--- config.mk ---
export PLATFORM = sky130hd
export DESIGN_NAME = sfe_top
export DESIGN_NICKNAME = d
export VERILOG_FILES = /design/src/rtl/sfe_pkg.sv /design/src/rtl/sfe_req_decode.sv /design/src/rtl/sfe_byte_array.sv /design/src/rtl/sfe_rd_pipe.sv /design/src/rtl/sfe_top.sv
export SDC_FILE = /design/constraint.sdc
export NUM_CORES = 2
export LEC_CHECK = 0
export BUFFER_PORTS_ARGS = -buffer_cell sky130_fd_sc_hd__buf_4
export CAP_MARGIN = 10
export CORE_MARGIN = 2
export CORE_UTILIZATION = 28
export DETAILED_ROUTE_END_ITERATION = 7
export PLACE_DENSITY = 0.4
export SLEW_MARGIN = 0
export SYNTH_ARGS = -nofsm -noshare
export SYNTH_HDL_FRONTEND = slang
export SYNTH_SLANG_ARGS = --single-unit
--- constraint.sdc ---
create_clock -name clk -period 2.6 [get_ports clk]
set_input_delay 0.26 -clock clk [delete_from_list [all_inputs] [get_ports clk]]
set_output_delay 0.26 -clock clk [all_outputs]
set_load 0.01 [all_outputs]
--- src/rtl/sfe_pkg.sv ---
package sfe_pkg;

  // Width of one byte lane of the stored word.
  localparam int unsigned LANE_W = 8;

  // A lane is written only when the write select and that lane's mask are both low.
  function automatic logic lane_write(input logic sel_n, input logic mask_n);
    return (!sel_n) && (!mask_n);
  endfunction

endpackage

--- src/rtl/sfe_req_decode.sv ---
module sfe_req_decode #(
  parameter int unsigned NBYTES = 4
) (
  input  logic              rd_sel_n,
  input  logic              wr_sel_n,
  input  logic [NBYTES-1:0] wr_mask_n,
  output logic              rd_go,
  output logic [NBYTES-1:0] lane_we
);
  import sfe_pkg::*;

  assign rd_go = !rd_sel_n;

  for (genvar b = 0; b < NBYTES; b++) begin : g_lane
    assign lane_we[b] = lane_write(wr_sel_n, wr_mask_n[b]);
  end

endmodule

--- src/rtl/sfe_byte_array.sv ---
module sfe_byte_array #(
  parameter int unsigned ADDR_W = 6,
  parameter int unsigned NBYTES = 4,
  localparam int unsigned DATA_W = sfe_pkg::LANE_W * NBYTES,
  localparam int unsigned DEPTH  = 1 << ADDR_W
) (
  input  logic              clk,
  input  logic [NBYTES-1:0] lane_we,
  input  logic [ADDR_W-1:0] wr_addr,
  input  logic [DATA_W-1:0] wr_data,
  input  logic              rd_go,
  input  logic [ADDR_W-1:0] rd_addr,
  output logic [DATA_W-1:0] rd_word
);
  import sfe_pkg::*;

  // One independent storage column per byte lane. A lane's read register
  // samples the old contents, because the write updates at the same edge
  // through a nonblocking assignment (read-before-write).
  for (genvar b = 0; b < NBYTES; b++) begin : g_col
    logic [LANE_W-1:0] col_mem [DEPTH];
    logic [LANE_W-1:0] col_rd_q;

    always_ff @(posedge clk) begin
      if (lane_we[b]) begin
        col_mem[wr_addr] <= wr_data[b*LANE_W +: LANE_W];
      end
      if (rd_go) begin
        col_rd_q <= col_mem[rd_addr];
      end
    end

    assign rd_word[b*LANE_W +: LANE_W] = col_rd_q;
  end

endmodule

--- src/rtl/sfe_rd_pipe.sv ---
module sfe_rd_pipe #(
  parameter int unsigned DATA_W = 32,
  parameter int unsigned LAT    = 2
) (
  input  logic              clk,
  input  logic              rst_n,
  input  logic              rd_go,
  input  logic [DATA_W-1:0] arr_word,
  output logic [DATA_W-1:0] out_data,
  output logic              out_valid
);

  if (LAT <= 1) begin : g_direct
    // The array read register is the only stage.
    logic vld_q;
    always_ff @(posedge clk or negedge rst_n) begin
      if (!rst_n) vld_q <= 1'b0;
      else        vld_q <= rd_go;
    end
    assign out_data  = arr_word;
    assign out_valid = vld_q;
  end else begin : g_chain
    // vld_q[0] tracks the array read register. Stages 1..LAT-1 move data
    // forward only when the stage behind them holds a valid word, so each
    // stage keeps its value between reads.
    logic [LAT-1:0]    vld_q;
    logic [DATA_W-1:0] dat_q [1:LAT-1];

    always_ff @(posedge clk or negedge rst_n) begin
      if (!rst_n) vld_q <= '0;
      else        vld_q <= {vld_q[LAT-2:0], rd_go};
    end

    always_ff @(posedge clk) begin
      if (vld_q[0]) dat_q[1] <= arr_word;
      for (int k = 2; k < LAT; k++) begin
        if (vld_q[k-1]) dat_q[k] <= dat_q[k-1];
      end
    end

    assign out_data  = dat_q[LAT-1];
    assign out_valid = vld_q[LAT-1];
  end

endmodule

--- src/rtl/sfe_top.sv ---
module sfe_top #(
  parameter int unsigned ADDR_W = 6,
  parameter int unsigned NBYTES = 4,
  parameter int unsigned LAT    = 2,
  localparam int unsigned DATA_W = sfe_pkg::LANE_W * NBYTES
) (
  input  logic              clk,
  input  logic              rst_n,
  input  logic              rd_sel_n,
  input  logic [ADDR_W-1:0] rd_addr,
  input  logic              wr_sel_n,
  input  logic [ADDR_W-1:0] wr_addr,
  input  logic [DATA_W-1:0] wr_data,
  input  logic [NBYTES-1:0] wr_mask_n,
  output logic [DATA_W-1:0] rd_data,
  output logic              rd_valid
);

  logic              rd_go;
  logic [NBYTES-1:0] lane_we;
  logic [DATA_W-1:0] arr_word;

  sfe_req_decode #(.NBYTES(NBYTES)) u_dec (
    .rd_sel_n (rd_sel_n),
    .wr_sel_n (wr_sel_n),
    .wr_mask_n(wr_mask_n),
    .rd_go    (rd_go),
    .lane_we  (lane_we)
  );

  sfe_byte_array #(.ADDR_W(ADDR_W), .NBYTES(NBYTES)) u_arr (
    .clk    (clk),
    .lane_we(lane_we),
    .wr_addr(wr_addr),
    .wr_data(wr_data),
    .rd_go  (rd_go),
    .rd_addr(rd_addr),
    .rd_word(arr_word)
  );

  sfe_rd_pipe #(.DATA_W(DATA_W), .LAT(LAT)) u_pipe (
    .clk      (clk),
    .rst_n    (rst_n),
    .rd_go    (rd_go),
    .arr_word (arr_word),
    .out_data (rd_data),
    .out_valid(rd_valid)
  );

endmodule

==> implementation parameters <==
Parameter                              Value

Run status
  Outcome ... completed

Synthesis
  Distinct cells, synth ... 45
  Yosys reg bits ... between 2000 and 2500
  Syn Area/Cell ... 21.7 um^2
  Most common flop cell mapped by yosys ... sky130_fd_sc_hd__edfxtp_1
  Synth warnings ... 0
  Share of flip-flops with an asynchronous set or reset after synthesis ... less than 1%
  Cell area after technology mapping ... 0.0811 mm^2
  Count of flip-flops with a built-in enable after synthesis ... 2112
  Fraction of the yosys area taken by sequential cells ... 78.2%
  Synthesized net count ... approximately 3800
  Synthesized instance count ... 3735

Timing
  Worst slew margin relative to its limit ... 33.0%
  Slew at the pin with the worst max-slew slack ... 1000 ps
  Share of the clock period used by the worst path after layout ... a little over nine tenths
  Worst setup margin ... 124 ps
  Unrepaired setup endpoints after global routing ... false
  Worst hold margin ... 14.6 ps
  Number of failing setup endpoints in the final timing report ... 0
  Max Fclk ... 404 MHz
  Min cycle time layout ... 2480 ps
  Setup clock skew after layout ... 58.2 ps
  Hold Fails Final Rpt ... 0
  Number of pins with negative max-slew slack in the final report ... 0

Clocking
  Deepest clock path buffer count ... 3
  Clock sink count ... roughly 2100
  Clock latency on the worst-skew pair ... 860 ps
  CTS tree ... done
  H-tree depth ... 4
  Number of buffers added for setup after CTS ... 0
  Root cell of the clock tree ... sky130_fd_sc_hd__clkbuf_16
  Inserted Clock Buffers ... 227
  Clock-pin transition on the worst setup and hold timing paths ... about 60 ps

Drt
  Routed WL per cell ... 31.1 um
  Total wire length after detailed routing ... 264 mm
  Post-detailed-route via-to-cell ratio ... roughly 4.9
  Routed vias ... 41385
  Drt drc ... 0
  Starting DRC count in detailed routing ... 3915
  First-pass iteration count of the detailed router ... 5
  Count of nets left with antenna violations after detail routing ... 0

Power and ir drop
  Share of total power in combinational logic ... 5.7%
  Power density over the cells ... 750 mW/mm^2
  Clock network power share ... 43.1%
  Total chip power ... 74100 uW
  Leakage Power ... 0.0318 uW
  Max rail drop VDD ... 0.000726 V
  Sequential fraction of design power ... 51.2%
  NetSw ... 16400 uW
  Cell Int Power ... ~58000 uW
  Switching part of the total power ... 22.1%

Hold path
  Number of cells on the worst hold path ... 1
  Hold Path End ... u_arr.g_col[1].col_mem[40][0]$_DFFE_PP_
  Class of the worst hold path ... in -> reg
  Launch point of the worst hold path ... wr_data[8]

Die
  Die W ... between 500 and 600 um
  Die height ... 542 um
  Die Footprint ... 0.294 mm^2
  Row cnt ... 197
  I/O pins ... 85
  Core footprint ... between 0.2 and 0.3 mm^2
  Initial core utilization ... 28.2%

Worst setup path
  Cell Chain, Critical Path ... mux4_2, mux2_2, a2111oi_1, buf_4, nor3_1
  Count of buffering cells on the critical path with inverters included ... 1
  R2R cell count ... 5
  Capturing point of the worst reg2reg path ... u_arr.g_col[2].col_rd_q[3]$_DFFE_PN_
  Peak per-stage delay on the critical path ... 810 ps
  Delay-heaviest family, CP ... compound AO/OA/AOI/OAI gates
  Critical Path End Type ... register
  Crit path max fanout ... 1
  Reg-to-Reg Start ... u_arr.g_col[2].col_mem[15][3]$_DFFE_PP_
  Critical-path cell with the highest stage delay ... sky130_fd_sc_hd__a2111oi_1
  R2R setup slack ... about 120 ps
  Type of the worst setup path ... reg -> reg
  Req. time, crit path ... 3210 ps
  Launching instance or port of the critical path ... u_arr.g_col[2].col_mem[15][3]$_DFFE_PP_
  Data arrival at the endpoint of the critical path ... between 3000 and 4000 ps
  Critical path startpoint category ... register

Placed design
  Number of buffers added on ports ... 84
  Detailed-placement wirelength estimate ... 179 mm
  Setup WS pre-CTS ... -567 ps
  GP Congestion ... 0.805

Cells and area
  Layout cell share with drive strength beyond 1 ... 34.2%
  Synth-to-Final Area Change ... 21.8%
  Finished Core Util ... about a third
  Nets ... 4568

Global routing
  Via count of the first global-routing pass ... roughly 43000
  Sum of overflow across all layers after global routing ... 0
  Initial antenna violation count ... 30
  Wire length of the first global-routing pass ... approximately 360 mm
  Overall Global Routing Usage ... 17.8%
  Pin count of the biggest net entering global routing ... 65

Run
  Max cap viols ... 0
-- worst max path at each step --
stage / cells past startpoint / endpoint / slack [ps]
after CTS: 10 / u_arr.g_col[0].col_rd_q[3]$_DFFE_PN_ / 100
after global placement: 9 / u_arr.g_col[1].col_rd_q[1]$_DFFE_PN_ / -780
after floorplan: 7 / u_arr.g_col[3].col_rd_q[7]$_DFFE_PN_ / 450
after global routing: 10 / u_arr.g_col[0].col_rd_q[3]$_DFFE_PN_ / 30
final: 5 / u_arr.g_col[2].col_rd_q[3]$_DFFE_PN_ / 120
after detailed placement: 9 / u_arr.g_col[2].col_rd_q[3]$_DFFE_PN_ / -570
-- Yosys cell counts (all sizes together) (5+ instances only) --
master	instances	area, um^2
o211ai	5	37.5
nor2	274	1030
a21oi	28	140
a2111oi	11	96.3
edfxtp	2112	63400
or2	5	31.3
o221ai	15	131
o22a	12	105
nor3b	6	45.0
nand2	82	308
o21ai	45	225
a22o	5	43.8
nor4	17	106
buf	133	865
nor3	26	130
nor2b	20	125
a221oi	45	394
mux4	477	10700
mux2	48	541
o22ai	100	626
clkbuf	93	350
nand2b	10	62.6
a2bb2oi	5	43.8
a211oi	21	158
mux2i	112	1120
-- registers in the layout (all words and copies together) (netlist names) --
register	flops
u_pipe.g_chain.vld_q	2
u_arr.g_col.col_mem	2048
u_pipe.g_chain.dat_q	32
u_arr.g_col.col_rd_q	32
-- cell usage in the layout (no fill, tap or decap), types with 6 or more instances in the layout --
| cell | instances |
|---|---|
| sky130_fd_sc_hd__nor3_1 | 26 |
| sky130_fd_sc_hd__clkbuf_16 | 229 |
| sky130_fd_sc_hd__buf_12 | 69 |
| sky130_fd_sc_hd__nor2_1 | 273 |
| sky130_fd_sc_hd__nor4_1 | 16 |
| sky130_fd_sc_hd__nand2_1 | 81 |
| sky130_fd_sc_hd__clkinv_2 | 41 |
| sky130_fd_sc_hd__o22ai_1 | 100 |
| sky130_fd_sc_hd__nand2b_1 | 9 |
| sky130_fd_sc_hd__o21ai_0 | 45 |
| sky130_fd_sc_hd__clkinv_1 | 60 |
| sky130_fd_sc_hd__dlygate4sd3_1 | 31 |
| sky130_fd_sc_hd__o22a_1 | 12 |
| sky130_fd_sc_hd__diode_2 | 6 |
| sky130_fd_sc_hd__a21oi_1 | 28 |
| sky130_fd_sc_hd__clkbuf_1 | 44 |
| sky130_fd_sc_hd__o221ai_1 | 15 |
| sky130_fd_sc_hd__a211oi_1 | 21 |
| sky130_fd_sc_hd__mux4_2 | 477 |
| sky130_fd_sc_hd__a221oi_1 | 45 |
| sky130_fd_sc_hd__edfxtp_1 | 2112 |
| sky130_fd_sc_hd__bufinv_16 | 21 |
| sky130_fd_sc_hd__buf_4 | 674 |
| sky130_fd_sc_hd__a2111oi_0 | 8 |
| sky130_fd_sc_hd__mux2_2 | 48 |
| sky130_fd_sc_hd__mux2i_1 | 112 |
| sky130_fd_sc_hd__nor2b_1 | 16 |
-- timing repair --
action,in CTS,in global routing
resized for setup,1,0
setup endpoints to repair,1,0
hold buffers,31,0
endpoints found under the hold margin,1480,0
-- power by group through the flow --
stage	sequential [uW]	combinational, uW	clock [uW]
3_5_place_dp	38700	4260	0
6_report	37900	4210	32000
2_1_floorplan	38500	1820	0
4_1_cts	38000	4320	32800
3_3_place_gp	38700	4240	0
5_1_grt	37900	4470	34000
-- final cells by class --
type	instances	area, um^2
clock inverters	143	1350
inverters	1	3.75
well taps	3781	4730
repair buffers	778	6810
fillers	26984	189000
diodes	6	15.0
multi-input cells	1394	16500
clock buffers	277	5950
flip-flops and latches	2114	63500
-- per-stage QoR --
stage | instance area [um^2] | instances | TNS, ps
CTS | 98800 | 8488 | 0
global placement | 91200 | 8036 | -4960
global route | 98800 | 8492 | 0
floorplan | 81100 | 3735 | 0
detailed placement | 91200 | 8037 | -4250
finish | 98800 | 8494 | 0
-- cell families after synthesis --
| group | count (synthesis) | synth area share, % |
|---|---|---|
| and+or+nand+nor | 457 | 2.42 |
| muxes | 637 | 15.3 |
| DFF | 2114 | 78.2 |
| AOI/OAI and AO/OA | 300 | 2.55 |
| buffers and inverters | 227 | 1.50 |
-- metal layers --
layer	share of wire (%)	global-route usage, %	vias up
li1	-	-	17275
met1	45	24.6	22667
met2	49	29.6	1090
met3	4.4	2.43	347
met4	2.5	4.42	6
met5	0.011	0	-
No activity file was read; power rests on OpenSTA's default activity.
